==> config.mk <==
export PLATFORM = sky130hd
export DESIGN_NAME = eng_cycle_ctrl
export DESIGN_NICKNAME = d
export VERILOG_FILES = /design/src/rtl/eng_ctrl_pkg.sv /design/src/rtl/ecc_done_join.sv /design/src/rtl/ecc_seq.sv /design/src/rtl/ecc_lm_gate.sv /design/src/rtl/eng_cycle_ctrl.sv
export SDC_FILE = /design/constraint.sdc
export NUM_CORES = 1
export LEC_CHECK = 0
export BUFFER_PORTS_ARGS = -buffer_cell sky130_fd_sc_hd__buf_4
export CORE_ASPECT_RATIO = 1.5
export CORE_MARGIN = 5
export CORE_UTILIZATION = 40
export DETAILED_ROUTE_END_ITERATION = 8
export MAX_ROUTING_LAYER = met4
export PLACE_DENSITY = 0.63
export SLEW_MARGIN = 10
export SYNTH_ARGS = -nofsm -noshare
export SYNTH_HDL_FRONTEND = slang
export SYNTH_HIERARCHICAL = 1
export SYNTH_SLANG_ARGS = --single-unit
==> constraint.sdc <==
create_clock -name clk_i -period 4 [get_ports clk_i]
set_clock_uncertainty 0.2 [all_clocks]
set_input_delay 0.2 -clock clk_i [delete_from_list [all_inputs] [get_ports clk_i]]
set_output_delay 0.2 -clock clk_i [all_outputs]
set_load 0.01 [all_outputs]
==> src/rtl/eng_ctrl_pkg.sv <==
package eng_ctrl_pkg;
  localparam int unsigned HA_W = 3;
  localparam int unsigned HD_W = 32;

  typedef enum logic [HA_W-1:0] {
    RG_CMD  = 3'd0,
    RG_STAT = 3'd1,
    RG_CYC  = 3'd2,
    RG_SEL  = 3'd3,
    RG_LMA  = 3'd4,
    RG_LMD  = 3'd5
  } reg_e;

  localparam int unsigned CMD_STEP = 0;
  localparam int unsigned CMD_GO   = 1;
  localparam int unsigned CMD_HALT = 2;

  localparam int unsigned ST_BUSY    = 0;
  localparam int unsigned ST_FREE    = 1;
  localparam int unsigned ST_ACC_ERR = 2;
  localparam int unsigned ST_CMD_ERR = 3;
endpackage

==> src/rtl/ecc_done_join.sv <==
module ecc_done_join #(
  parameter int unsigned N_ENG = 4
) (
  input  logic             clk_i,
  input  logic             rst_ni,
  input  logic             busy_i,
  input  logic             clr_i,
  input  logic [N_ENG-1:0] done_i,
  output logic             all_done_o
);
  logic [N_ENG-1:0] seen;

  for (genvar g = 0; g < N_ENG; g++) begin : g_eng
    logic done_q;
    always_ff @(posedge clk_i or negedge rst_ni) begin
      if (!rst_ni)                done_q <= 1'b0;
      else if (clr_i || !busy_i)  done_q <= 1'b0;
      else if (done_i[g])         done_q <= 1'b1;
    end
    assign seen[g] = done_q | done_i[g];
  end

  assign all_done_o = &seen;
endmodule

==> src/rtl/ecc_seq.sv <==
module ecc_seq #(
  parameter int unsigned CNT_W = 32
) (
  input  logic             clk_i,
  input  logic             rst_ni,
  input  logic             step_i,
  input  logic             go_i,
  input  logic             halt_i,
  input  logic             all_done_i,
  output logic             start_o,
  output logic             busy_o,
  output logic             free_o,
  output logic             done_o,
  output logic             cmd_err_o,
  output logic [CNT_W-1:0] cyc_o
);
  logic start_q, busy_q, free_q;
  logic [CNT_W-1:0] cyc_q;
  logic step_ok, go_ok, restart, start_d;

  assign done_o    = busy_q & all_done_i;
  assign step_ok   = step_i & ~busy_q & ~free_q;
  assign go_ok     = go_i & ~busy_q & ~free_q;
  // go while already free running is harmless and not flagged
  assign cmd_err_o = (step_i & ~step_ok) | (go_i & ~go_ok & ~free_q);
  // a halt landing on the completing clock must still suppress the restart
  assign restart   = done_o & free_q & ~halt_i;
  assign start_d   = step_ok | go_ok | restart;

  always_ff @(posedge clk_i or negedge rst_ni) begin
    if (!rst_ni) begin
      start_q <= 1'b0;
      busy_q  <= 1'b0;
      free_q  <= 1'b0;
      cyc_q   <= '0;
    end else begin
      start_q <= start_d;
      if (start_d)     busy_q <= 1'b1;
      else if (done_o) busy_q <= 1'b0;
      if (halt_i)      free_q <= 1'b0;
      else if (go_ok)  free_q <= 1'b1;
      if (done_o)      cyc_q  <= cyc_q + 1'b1;
    end
  end

  assign start_o = start_q;
  assign busy_o  = busy_q;
  assign free_o  = free_q;
  assign cyc_o   = cyc_q;
endmodule

==> src/rtl/ecc_lm_gate.sv <==
module ecc_lm_gate #(
  parameter int unsigned N_ENG = 4,
  parameter int unsigned DW    = 32,
  localparam int unsigned IDX_W = (N_ENG > 1) ? $clog2(N_ENG) : 1
) (
  input  logic                acc_i,
  input  logic                we_i,
  input  logic                busy_i,
  input  logic [31:0]         sel_i,
  input  logic [N_ENG*DW-1:0] rdata_i,
  output logic [N_ENG-1:0]    we_o,
  output logic [N_ENG-1:0]    re_o,
  output logic                refuse_o,
  output logic [DW-1:0]       rdata_o
);
  logic in_range, ok;
  logic [IDX_W-1:0] idx;

  assign in_range = sel_i < 32'(N_ENG);
  assign ok       = ~busy_i & in_range;
  assign refuse_o = acc_i & ~ok;
  assign idx      = sel_i[IDX_W-1:0];

  for (genvar g = 0; g < N_ENG; g++) begin : g_strb
    logic hit;
    assign hit     = acc_i & ok & (idx == IDX_W'(g));
    assign we_o[g] = hit & we_i;
    assign re_o[g] = hit & ~we_i;
  end

  assign rdata_o = ok ? rdata_i[idx*DW +: DW] : '0;
endmodule

==> src/rtl/eng_cycle_ctrl.sv <==
module eng_cycle_ctrl
  import eng_ctrl_pkg::*;
#(
  parameter int unsigned N_ENG = 4,
  parameter int unsigned LM_AW = 8
) (
  input  logic                  clk_i,
  input  logic                  rst_ni,
  input  logic                  host_req_i,
  input  logic                  host_we_i,
  input  logic [HA_W-1:0]       host_addr_i,
  input  logic [HD_W-1:0]       host_wdata_i,
  output logic [HD_W-1:0]       host_rdata_o,
  output logic                  host_rvalid_o,
  output logic [N_ENG-1:0]      eng_start_o,
  input  logic [N_ENG-1:0]      eng_done_i,
  output logic [N_ENG-1:0]      lm_we_o,
  output logic [N_ENG-1:0]      lm_re_o,
  output logic [LM_AW-1:0]      lm_addr_o,
  output logic [HD_W-1:0]       lm_wdata_o,
  input  logic [N_ENG*HD_W-1:0] lm_rdata_i
);
  logic wr, rd;
  logic step, go, halt;
  logic start_q, busy_q, free_q, cyc_done, cmd_rej, all_done;
  logic [HD_W-1:0] cyc_q, sel_q, lm_rd;
  logic [LM_AW-1:0] lma_q;
  logic lm_acc, lm_refuse;
  logic acc_err_q, cmd_err_q;

  assign wr   = host_req_i & host_we_i;
  assign rd   = host_req_i & ~host_we_i;
  assign step = wr & (host_addr_i == RG_CMD) & host_wdata_i[CMD_STEP];
  assign go   = wr & (host_addr_i == RG_CMD) & host_wdata_i[CMD_GO];
  assign halt = wr & (host_addr_i == RG_CMD) & host_wdata_i[CMD_HALT];
  assign lm_acc = host_req_i & (host_addr_i == RG_LMD);

  ecc_seq #(.CNT_W(HD_W)) u_seq (
    .clk_i, .rst_ni,
    .step_i(step), .go_i(go), .halt_i(halt), .all_done_i(all_done),
    .start_o(start_q), .busy_o(busy_q), .free_o(free_q),
    .done_o(cyc_done), .cmd_err_o(cmd_rej), .cyc_o(cyc_q)
  );

  ecc_done_join #(.N_ENG(N_ENG)) u_join (
    .clk_i, .rst_ni,
    .busy_i(busy_q), .clr_i(cyc_done), .done_i(eng_done_i),
    .all_done_o(all_done)
  );

  ecc_lm_gate #(.N_ENG(N_ENG), .DW(HD_W)) u_gate (
    .acc_i(lm_acc), .we_i(host_we_i), .busy_i(busy_q), .sel_i(sel_q),
    .rdata_i(lm_rdata_i), .we_o(lm_we_o), .re_o(lm_re_o),
    .refuse_o(lm_refuse), .rdata_o(lm_rd)
  );

  assign eng_start_o = {N_ENG{start_q}};
  assign lm_addr_o   = lma_q;
  assign lm_wdata_o  = host_wdata_i;

  always_ff @(posedge clk_i or negedge rst_ni) begin
    if (!rst_ni) begin
      sel_q     <= '0;
      lma_q     <= '0;
      acc_err_q <= 1'b0;
      cmd_err_q <= 1'b0;
    end else begin
      if (wr && host_addr_i == RG_SEL) sel_q <= host_wdata_i;
      if (wr && host_addr_i == RG_LMA) lma_q <= host_wdata_i[LM_AW-1:0];
      if (lm_refuse) acc_err_q <= 1'b1;
      else if (wr && host_addr_i == RG_STAT && host_wdata_i[ST_ACC_ERR]) acc_err_q <= 1'b0;
      if (cmd_rej) cmd_err_q <= 1'b1;
      else if (wr && host_addr_i == RG_STAT && host_wdata_i[ST_CMD_ERR]) cmd_err_q <= 1'b0;
    end
  end

  logic [HD_W-1:0] rd_mux;
  always_comb begin
    rd_mux = '0;
    case (host_addr_i)
      RG_STAT: begin
        rd_mux[ST_BUSY]    = busy_q;
        rd_mux[ST_FREE]    = free_q;
        rd_mux[ST_ACC_ERR] = acc_err_q;
        rd_mux[ST_CMD_ERR] = cmd_err_q;
      end
      RG_CYC:  rd_mux = cyc_q;
      RG_SEL:  rd_mux = sel_q;
      RG_LMA:  rd_mux = HD_W'(lma_q);
      RG_LMD:  rd_mux = lm_rd;
      default: rd_mux = '0;
    endcase
  end

  always_ff @(posedge clk_i or negedge rst_ni) begin
    if (!rst_ni) begin
      host_rdata_o  <= '0;
      host_rvalid_o <= 1'b0;
    end else begin
      host_rvalid_o <= rd;
      if (rd) host_rdata_o <= rd_mux;
    end
  end
endmodule

==> flow_summary.ini, run 1 <==
[synthesis]
synth_compound_area_share_pct = 9.14
synth_top_family_by_area = multiplexers
synthArstFlopShare_pct = 100
syn_avg_cell_area_um2 = 12.1
synth_simple_gate_area_share_pct = 13.8
synth_edf_count = 0
synth_xor_area_share_pct = 4.02
synthCells = 560
synthMuxAreaShare_pct = 23.5
synth-seq-area-share_pct = 42.2
synth_area_um2 = 6760
ys_types = 51
synth_adder_area_share_pct = 0.185
synth_seq_cells = 114
ys_warn_count = 6
syn-num-nets = 732
synth_flop_cell = dfrtp_1

[sta]
max_freq_mhz = 281
layout_min_cycle_time_ps = 3560
hold_violations = 0
setup_tns_ps = 0
finalSetupViolations = 0
timing.final.crit_share_pct = 89.0
slew_headroom_pct = 26.7
slew_viol_final = 0
rsz0062_at_grt = no
tightestPinTransition_ps = 1100

[min_path]
hold_end = host_rdata_o[29]$_DFFE_PN0P_
hold_path_class = in -> reg
min_path_cells = 3
hp-start = host_addr_i[1]

[setup_path]
cp-end-kind = output port
crit_arrival_ps = 3160
crit_fanout = 30
rr_endpoint = host_rdata_o[4]$_DFFE_PN0P_
r2r_cells = 7
required_ps = 3600
worstSetupPathType = reg -> out
reg2reg_from = sel_q[28]$_DFFE_PN0P_
r2r_setup_slack_ps = 830
start_kind = register

[global_routing]
use_met2_pct = 39.6
top_usage_layer = met2
grt.met3_usage_pct = 4.35
grt_remaining_overflow = 0
grt_usage_pct = 22.9
grt_util_met1_pct = 26.7
grt_pass1_wl_um = 33300
grt_max_degree = 57
grt_antenna_before_repair = 1
grt_pass1_vias = 6116

[clocking]
clock-sinks = 114
htree_num_levels = 4
cts_setup_buffers = 0
cts_made_buffers = 17
tritoncts = built
clk_latency_ps = 410
cts_hold_buf = 38
cts_resized = 0
clk_pin_slew_ps = 50
clock-root-buffer = clkbuf_16
clockBufferDepth = 2

[finish]
final_common_cell = buf_4
fillers = 1425
layout.cells.non_filler = 1031
area_growth_pct = 41.1
mostFrequentLayoutCells = buf_4 (266), dfrtp_1 (112), mux2_2 (45)
drive_above_1_share_pct = 47.2
layout.nets = 980

[detailed_routing]
drt-wirelength-per-cell_um = 21.1
vias_per_cell = 5.55
drt-pass1-iter-count = 4
vias = 5718
drcViolationCount = 0
drt-total-wl_um = 21800
final_antenna_net_count = 0
drt_iter0_markers = 302

[status]
outcome = finished, final reports clean

[power_and_ir_drop]
p_seq_share_pct = 38.2
internal-power_mw = 2.87
sw_frac_of_total_pct = 26.7
p_comb_share_pct = 22.6
vdd_ir_drop_max_mv = 0.276
total_leakage_power_nw = 4.35
p_switching_mw = 1.05
power.density_nw_per_um2 = 410
clkPwrFrac_pct = 39.2

[floorplanning]
io_pins = 256
die_h_um = 169
rows = 58
dieArea_um2 = 19700
core_area_um2 = 16700
die_w_um = 116
start_util_pct = 40.5

[placement]
dp_cells = 961
place.gp.congestion = 0.800
dp_hpwl_um = 16200
port_buffers = 255

[run]
cap_violations = 0
## power groups by stage
stage	Sequential (mW)	Combinational (mW)	Clock [mW]
floorplan	1.43	0.562	0
global placement	1.51	0.842	0
detailed placement	1.52	0.861	0
CTS	1.50	0.894	1.56
global route	1.52	0.949	1.62
finish	1.50	0.884	1.54
## how the worst max path moves through the flow
stage	from	to	slack [ps]
after floorplan	host_addr_i[0]	lm_re_o[0]	1790
after global placement	sel_q[28]$_DFFE_PN0P_	host_rdata_o[5]$_DFFE_PN0P_	1130
after detailed placement	sel_q[28]$_DFFE_PN0P_	host_rdata_o[4]$_DFFE_PN0P_	980
after CTS	sel_q[28]$_DFFE_PN0P_	lm_we_o[2]	590
after global routing	sel_q[28]$_DFFE_PN0P_	lm_we_o[2]	480
final	sel_q[28]$_DFFE_PN0P_	lm_we_o[2]	440
## Yosys cell counts (all sizes together) (13+ instances only)
cell type	instances	area, um2
a22o	23	201
buf	64	425
dfrtp	114	2850
mux2	45	507
mux2i	36	360
mux4	32	721
nand2	20	77.6
nand3	15	80.1
nand4	13	81.3
nor2	17	63.8
nor3b	32	240
nor4	19	153
o2bb2ai	23	201
xnor2	24	210
## cell families (layout without fill, tap and decap cells)
| kind of cell | after synthesis | after routing |
|---|---|---|
| xor+xnor | 31 | 31 |
| other cells | 0 | 1 |
| fa+ha+maj | 1 | 1 |
| compound gates | 75 | 75 |
| simple gates | 146 | 146 |
| flops | 114 | 114 |
| mux | 113 | 113 |
| buf+inv | 80 | 340 |
## metrics by stage
step | hold WS, ps | power (mW) | worst slack (ps) | area [um2] | utilization, %
floorplan | -296 | 1.99 | 1790 | 6760 | -
global placement | 105 | 2.35 | 1130 | 8560 | 51.3
detailed placement | 116 | 2.38 | 977 | 8560 | 51.3
CTS | 29.9 | 3.96 | 592 | 9540 | 57.2
global route | 50.2 | 4.09 | 480 | 9540 | 57.2
finish | 46.8 | 3.92 | 441 | 9540 | 57.2
## sequential cells by signal (all words and copies together), names as in the netlist
signal and flops:
lm_addr_o 8, host_rvalid_o 1, u_seq/busy_o 1, cmd_err_q 1, host_rdata_o 32, u_join/g_eng.done_q 4
sel_q 32, u_seq/start_o 1, u_seq/cyc_o 32, u_seq/free_o 1, acc_err_q 1
## layer usage
metal / vias to the layer above / wire length [um]
met3: 24 / 1540
met5: - / 0
met1: 2869 / 8150
met2: 232 / 11700
li1: 2593 / -
met4: 0 / 415
## final cells by class
type                    instances  area (um2)  share of cell area [%]
flip-flops and latches        114        2860                    29.9
diodes                          1        2.50                  0.0262
clock buffers                  21         470                    4.93
inverters                       5        18.8                   0.197
well taps                     210         263                    2.75
repair buffers                304        2380                    24.9
clock inverters                10         133                    1.39
multi-input cells             366        3420                    35.9
## worst max-delay path, cell delays in order, from the launching register on
cell	delay (ps)
dfrtp_1	420
nor4_1	680
nand4_1	600
buf_4	480
nor4_1	380
buf_4	190
Note: power is estimated with default switching activity, not from simulation.
==> run 2: changes to the inputs <==
ABC_AREA = 1   (was not set)
GPL_ROUTABILITY_DRIVEN = 0   (was not set)
PLACE_DENSITY = 0.62   (was 0.63)
==> run 2 against run 1 <==
Effect of this change:
- count of clock-buffer cells in the layout unchanged
- critical path depth unchanged
- final cell count up 45%
- highest routed layer unchanged
==> flow_summary.ini, run 2 <==
[clocking]
cts_made_buffers = 17
clock-root-buffer = clkbuf_16
clockBufferDepth = 2
clk_pin_slew_ps = 50
htree_num_levels = 4
clk_latency_ps = 400
clock-sinks = 114
tritoncts = built

[setup_path]
worst-path-stages = 5
slowest_stage = dfrtp_1
cpPeakStageDelay_ps = 630
cp-end-kind = output port
start_kind = register
startpoint = sel_q[0]$_DFFE_PN0P_
worstSetupPathType = reg -> out
reg2reg_from = sel_q[0]$_DFFE_PN0P_
crit_fanout = 33
r2r_setup_slack_ps = 1480
crit_chain = inv_2 > nor2_4 > nand3_1 > nor2_1 > buf_4
crit_arrival_ps = 2260
cpLargestDelayFamily = simple AND/OR/NAND/NOR gates
crit_end = lm_we_o[1]
worst-path-buf-inv = 2
r2r_cells = 10
required_ps = 3600
rr_endpoint = host_rdata_o[1]$_DFFE_PN0P_

[placement]
dpl_cell_area_um2 = 8960
port_buffers = 255
dp_hpwl_um = 18900
dp_cells = 1430
post-place-ws_ps = 1520

[detailed_routing]
drcViolationCount = 0
drt-pass1-iter-count = 4
final_antenna_net_count = 0
drt-total-wl_um = 24600
drt_iter0_markers = 467
vias = 7407
drt-wirelength-per-cell_um = 16.4
vias_per_cell = 4.94

[synthesis]
ys_types = 35
synth_top_area_cell = dfrtp_1
yosysMostFrequentCell = nand2_1
synth_top_area_share_pct = 39.2
synth_seq_cells = 114
ys_warn_count = 6
synth-seq-area-share_pct = 39.2
synthCells = 1029
syn_avg_cell_area_um2 = 7.08
synth_flop_cell = dfrtp_1
synth_common_cells = nand2_1 (432), dfrtp_1 (114), nand3_1 (76)
synth_edf_count = 0
synth_area_um2 = 7290
syn-num-nets = 1201
synth.area.top_cells = dfrtp_1 (39%), nand2_1 (22%), nand3_1 (5.2%), buf_4 (4.5%), a21oi_1 (4.3%)
synthArstFlopShare_pct = 100

[finish]
finalInstanceArea_um2 = 9880
drive_above_1_share_pct = 27.3
layout.cells.non_filler = 1499
final_common_cell = nand2_1
fillers = 1784
mostFrequentLayoutCells = nand2_1 (432), buf_4 (263), dfrtp_1 (114)
multi_input_area_um2 = 3630
layout.nets = 1441
regArea_um2 = 2850
fin_util_pct = 55.1
diodes = 0
area_growth_pct = 35.7

[sta]
tightestPinTransition_ps = 1080
setup_tns_ps = 0
hold_violations = 0
setup_slack_ps = 1340
rsz0062_at_grt = no
layout_min_cycle_time_ps = 2660
slew_headroom_pct = 27.4
slew_viol_final = 0
finalSetupViolations = 0
hold_ws_ps = 64.1
max_freq_mhz = 375
timing.final.crit_share_pct = 66.6

[floorplanning]
core_area_um2 = 17900
dieArea_um2 = 21100
rows = 60
die_w_um = 120
die_h_um = 175
io_pins = 256
start_util_pct = 40.6

[global_routing]
grt_pass1_wl_um = 38600
grt_antenna_before_repair = 0
grt_pass1_vias = 7383
grt_remaining_overflow = 0
grt_usage_pct = 23.4
grt_max_degree = 70

[min_path]
hold_path_class = in -> reg
min_path_cells = 4

[power_and_ir_drop]
power.density_nw_per_um2 = 364
p_total_mw = 3.60
total_leakage_power_nw = 5.26
vdd_ir_drop_max_mv = 0.204

[status]
outcome = finished, final reports clean

[run]
cap_violations = 0
run 2: final cells by class:
cell class / instances / area share, %
Clock buffer: 21 / 4.66
Timing Repair Buffer: 300 / 23.7
Sequential cell: 114 / 28.9
Clock inverter: 11 / 0.886
Multi-Input combinational cell: 773 / 36.7
Tap cell: 217 / 2.75
Inverter: 63 / 2.39
run 2: tightest hold or removal path: cells and delay by family:
kind,cells,cell delay [ps]
buf+inv,1,110
compound gates,1,110
simple gates,2,210
run 2: cell families after synthesis:
family,share of synthesized area [%]
xor+xnor,2.76
simple gates,39.2
buf+inv,11.1
fa+ha+maj,0.172
compound gates,7.64
flops,39.2
run 2: repair_timing:
item,CTS,global route
hold buffers,37,0
resized for setup,0,0
hold endpoints to repair,111,0
endpoints found under the setup margin,0,0
buffers inserted,0,0
run 2: per-layer routing:
layer | share of wire (%) | wire [um] | vias up | GRT usage [%]
li1 | - | - | 3727 | -
met5 | 0 | 0 | - | -
met2 | 50 | 12400 | 235 | 40.5
met3 | 6.8 | 1670 | 31 | 4.86
met4 | 1.8 | 437 | 0 | 6.26
met1 | 41 | 10100 | 3414 | 27.7
run 2: how the worst min path moves through the flow:
stage	end	slack, ps	from
finish	acc_err_q$_DFFE_PN0P_	60	host_req_i
global route	cmd_err_q$_DFFE_PN0P_	70	host_req_i
CTS	cmd_err_q$_DFFE_PN0P_	50	host_req_i
detailed placement	u_seq/start_o$_DFF_PN0_	170	rst_ni
global placement	u_join/g_eng[2].done_q$_DFFE_PN0P_	180	rst_ni
floorplan	acc_err_q$_DFFE_PN0P_	-300	rst_ni
run 2: power by group:
| group | internal, mW | total, mW | switching, mW |
|---|---|---|---|
| Sequential | 1.28 | 1.42 | 0.136 |
| Combinational | 0.353 | 0.791 | 0.437 |
| Clock | 0.877 | 1.39 | 0.517 |
| Total | 2.51 | 3.60 | 1.09 |
==> run 3: changes to the inputs <==
PLACE_DENSITY = 0.65   (was 0.62)
clock period = 2.2 ns   (was 4 ns; I/O delays follow)
==> run 3 against run 2 <==
Effect of this change:
- the flow now finishes with violations (setup timing)
- core utilization increased by 3.0 points
- sequential share of layout area down 1.5 points
- power rose by 97%
- clock power up 100%
- final cell count grew 2.7%
- global-route usage grew 1.2 points
- die area stayed put
- critical path depth up 4
- register-to-register slack worse by 1400 ps
- via count up 3.9%
- wire length rose by 2.7%
- critical path type unchanged
- largest power group is now the clock network
- highest routed layer unchanged
==> flow_summary.ini, run 3 (synthesis gave the netlist of run 2 again) <==
[finish]
layout.nets = 1481
mostFrequentLayoutCells = nand2_1 (430), buf_4 (284), dfrtp_1 (114)
layout.cells.non_filler = 1539
area_growth_pct = 43.0
drive_above_1_share_pct = 30.0
diodes = 0
final_common_cell = nand2_1

[global_routing]
grt_pass1_vias = 7638
grt_max_degree = 52
grt_usage_pct = 24.6
grt_antenna_before_repair = 0
grt_pass1_wl_um = 40100
grt_remaining_overflow = 0

[floorplanning]
start_util_pct = 40.6
rows = 60
dieArea_um2 = 21100
die_w_um = 120
io_pins = 256
die_h_um = 175
core_area_um2 = 17900

[setup_path]
startpoint = sel_q[12]$_DFFE_PN0P_
cpLargestDelayFamily = simple AND/OR/NAND/NOR gates
crit_top_cell = nor2_2
cp-end-kind = output port
crit_arrival_ps = 1900
required_ps = 1890
worst-path-buf-inv = 2
start_kind = register
crit_chain = nor2_1 > nand2_1 > nor2_2 > nand2_2 > nor2_4 > buf_6 > nand3_2 > nor2_2 > buf_4
cpPeakStageDelay_ps = 370
crit_fanout = 5
worstSetupPathType = reg -> out
slowest_stage = dfrtp_1
reg2reg_from = sel_q[12]$_DFFE_PN0P_

[detailed_routing]
drcViolationCount = 0
final_antenna_net_count = 0
drt-total-wl_um = 25200
vias_per_cell = 5.00
drt-pass1-iter-count = 5
vias = 7699
drt-wirelength-per-cell_um = 16.4
drt_iter0_markers = 480

[clocking]
htree_num_levels = 4
clk_pin_slew_ps = 50
clk_latency_ps = 420
tritoncts = built
clockBufferDepth = 2
clock-root-buffer = clkbuf_16
cts_made_buffers = 17
clock-sinks = 114

[run]
cap_violations = 0

[placement]
dp_hpwl_um = 18800
dp_cells = 1454
port_buffers = 255
post-place-ws_ps = 3.08

[sta]
setup_slack_ps = -7.11
max_freq_mhz = 453
rsz0062_at_grt = yes
tightestPinTransition_ps = 893
finalSetupViolations = 1
slew_headroom_pct = 40.3
slew_viol_final = 0
timing.final.crit_share_pct = 100
layout_min_cycle_time_ps = 2210
hold_violations = 0

[status]
outcome = finished, violations left
violations = setup timing

[power_and_ir_drop]
vdd_ir_drop_max_mv = 0.429
power.density_nw_per_um2 = 680
total_leakage_power_nw = 5.50

[min_path]
hold_path_class = in -> reg
hp-start = lm_rdata_i[84]
-- run 3: changes by cell type in the layout (fill, tap and decap cells not counted), sizes merged --
cell,delta
buf,+28
bufinv,+2
clkbuf,+1
clkinv,-2
clkinvlp,-1
dlygate4sd3,+12
-- run 3: report_power, final --
| part | leakage, nW | switching (mW) | total [mW] | internal, mW |
|---|---|---|---|---|
| clock network | 0.302 | 0.947 | 2.83 | 1.89 |
| registers | 1.52 | 0.193 | 2.52 | 2.33 |
| logic | 3.68 | 0.927 | 1.73 | 0.798 |
| total | 5.50 | 2.07 | 7.08 | 5.01 |
-- run 3: per-layer routing --
layer | wire length (um) | track usage (%) | vias to the layer above
li1 | - | - | 3812
met1 | 10200 | 29.0 | 3545
met2 | 12400 | 41.1 | 290
met4 | 847 | 10.0 | 0
met5 | 0 | - | -
met3 | 1770 | 4.99 | 52
-- run 3: worst paths after layout --
path                                                endpoint  slack [ps]  depth (start not counted)
worst max-delay path                              lm_re_o[1]          -7                          9
worst min-delay path            host_rdata_o[20]$_DFFE_PN0P_           4                          7
worst max register to register   host_rdata_o[0]$_DFFE_PN0P_          60                         11
worst min register to register  host_rdata_o[17]$_DFFE_PN0P_         280                          2
max in group asynchronous               sel_q[9]$_DFFE_PN0P_         410                          3
min in group asynchronous        host_rdata_o[7]$_DFFE_PN0P_          80                          3
-- run 3: metrics by stage --
step / util [%] / setup TNS [ps] / hold slack, ps / power [mW] / cell area [um2]
6_report: 58.1 / -7.11 / 3.65 / 7.08 / 10400
3_5_place_dp: 51.3 / 0 / -110 / 4.16 / 9210
5_1_grt: 58.1 / -1320 / 27.2 / 7.46 / 10400
3_3_place_gp: 51.3 / 0 / -114 / 4.14 / 9210
2_1_floorplan: - / 0 / -386 / 3.40 / 7290
4_1_cts: 57.9 / -4.72 / 2.84 / 7.13 / 10400
-- run 3: timing repair --
item                                   4_1_cts  5_1_grt
hold buffers                                49        0
endpoints found under the hold margin      173        0
setup endpoints to repair                    9       26
pin swaps                                    6        9
setup buffers                                4        0
gates resized for setup                     12       10
-- run 3: worst register-to-register path, stage by stage (launching register included) --
cell and delay [ps]:
dfrtp_1 370, nor2_1 110, nand2_1 110, nor2_2 170, nand2_2 80, nor2_4 150
inv_2 240, a21oi_1 250, nand4_1 120, nand3_1 120, o21bai_1 80, nand2_1 70
-- run 3: area by class of cell --
class                           instances  area [um2]
Clock buffer                           22         484
Clock inverter                         10         130
Fill cell                            1697        7520
Inverter                               63         236
Multi-Input combinational cell        773        3700
Sequential cell                       114        2850
Tap cell                              217         272
Timing Repair Buffer                  340        2750
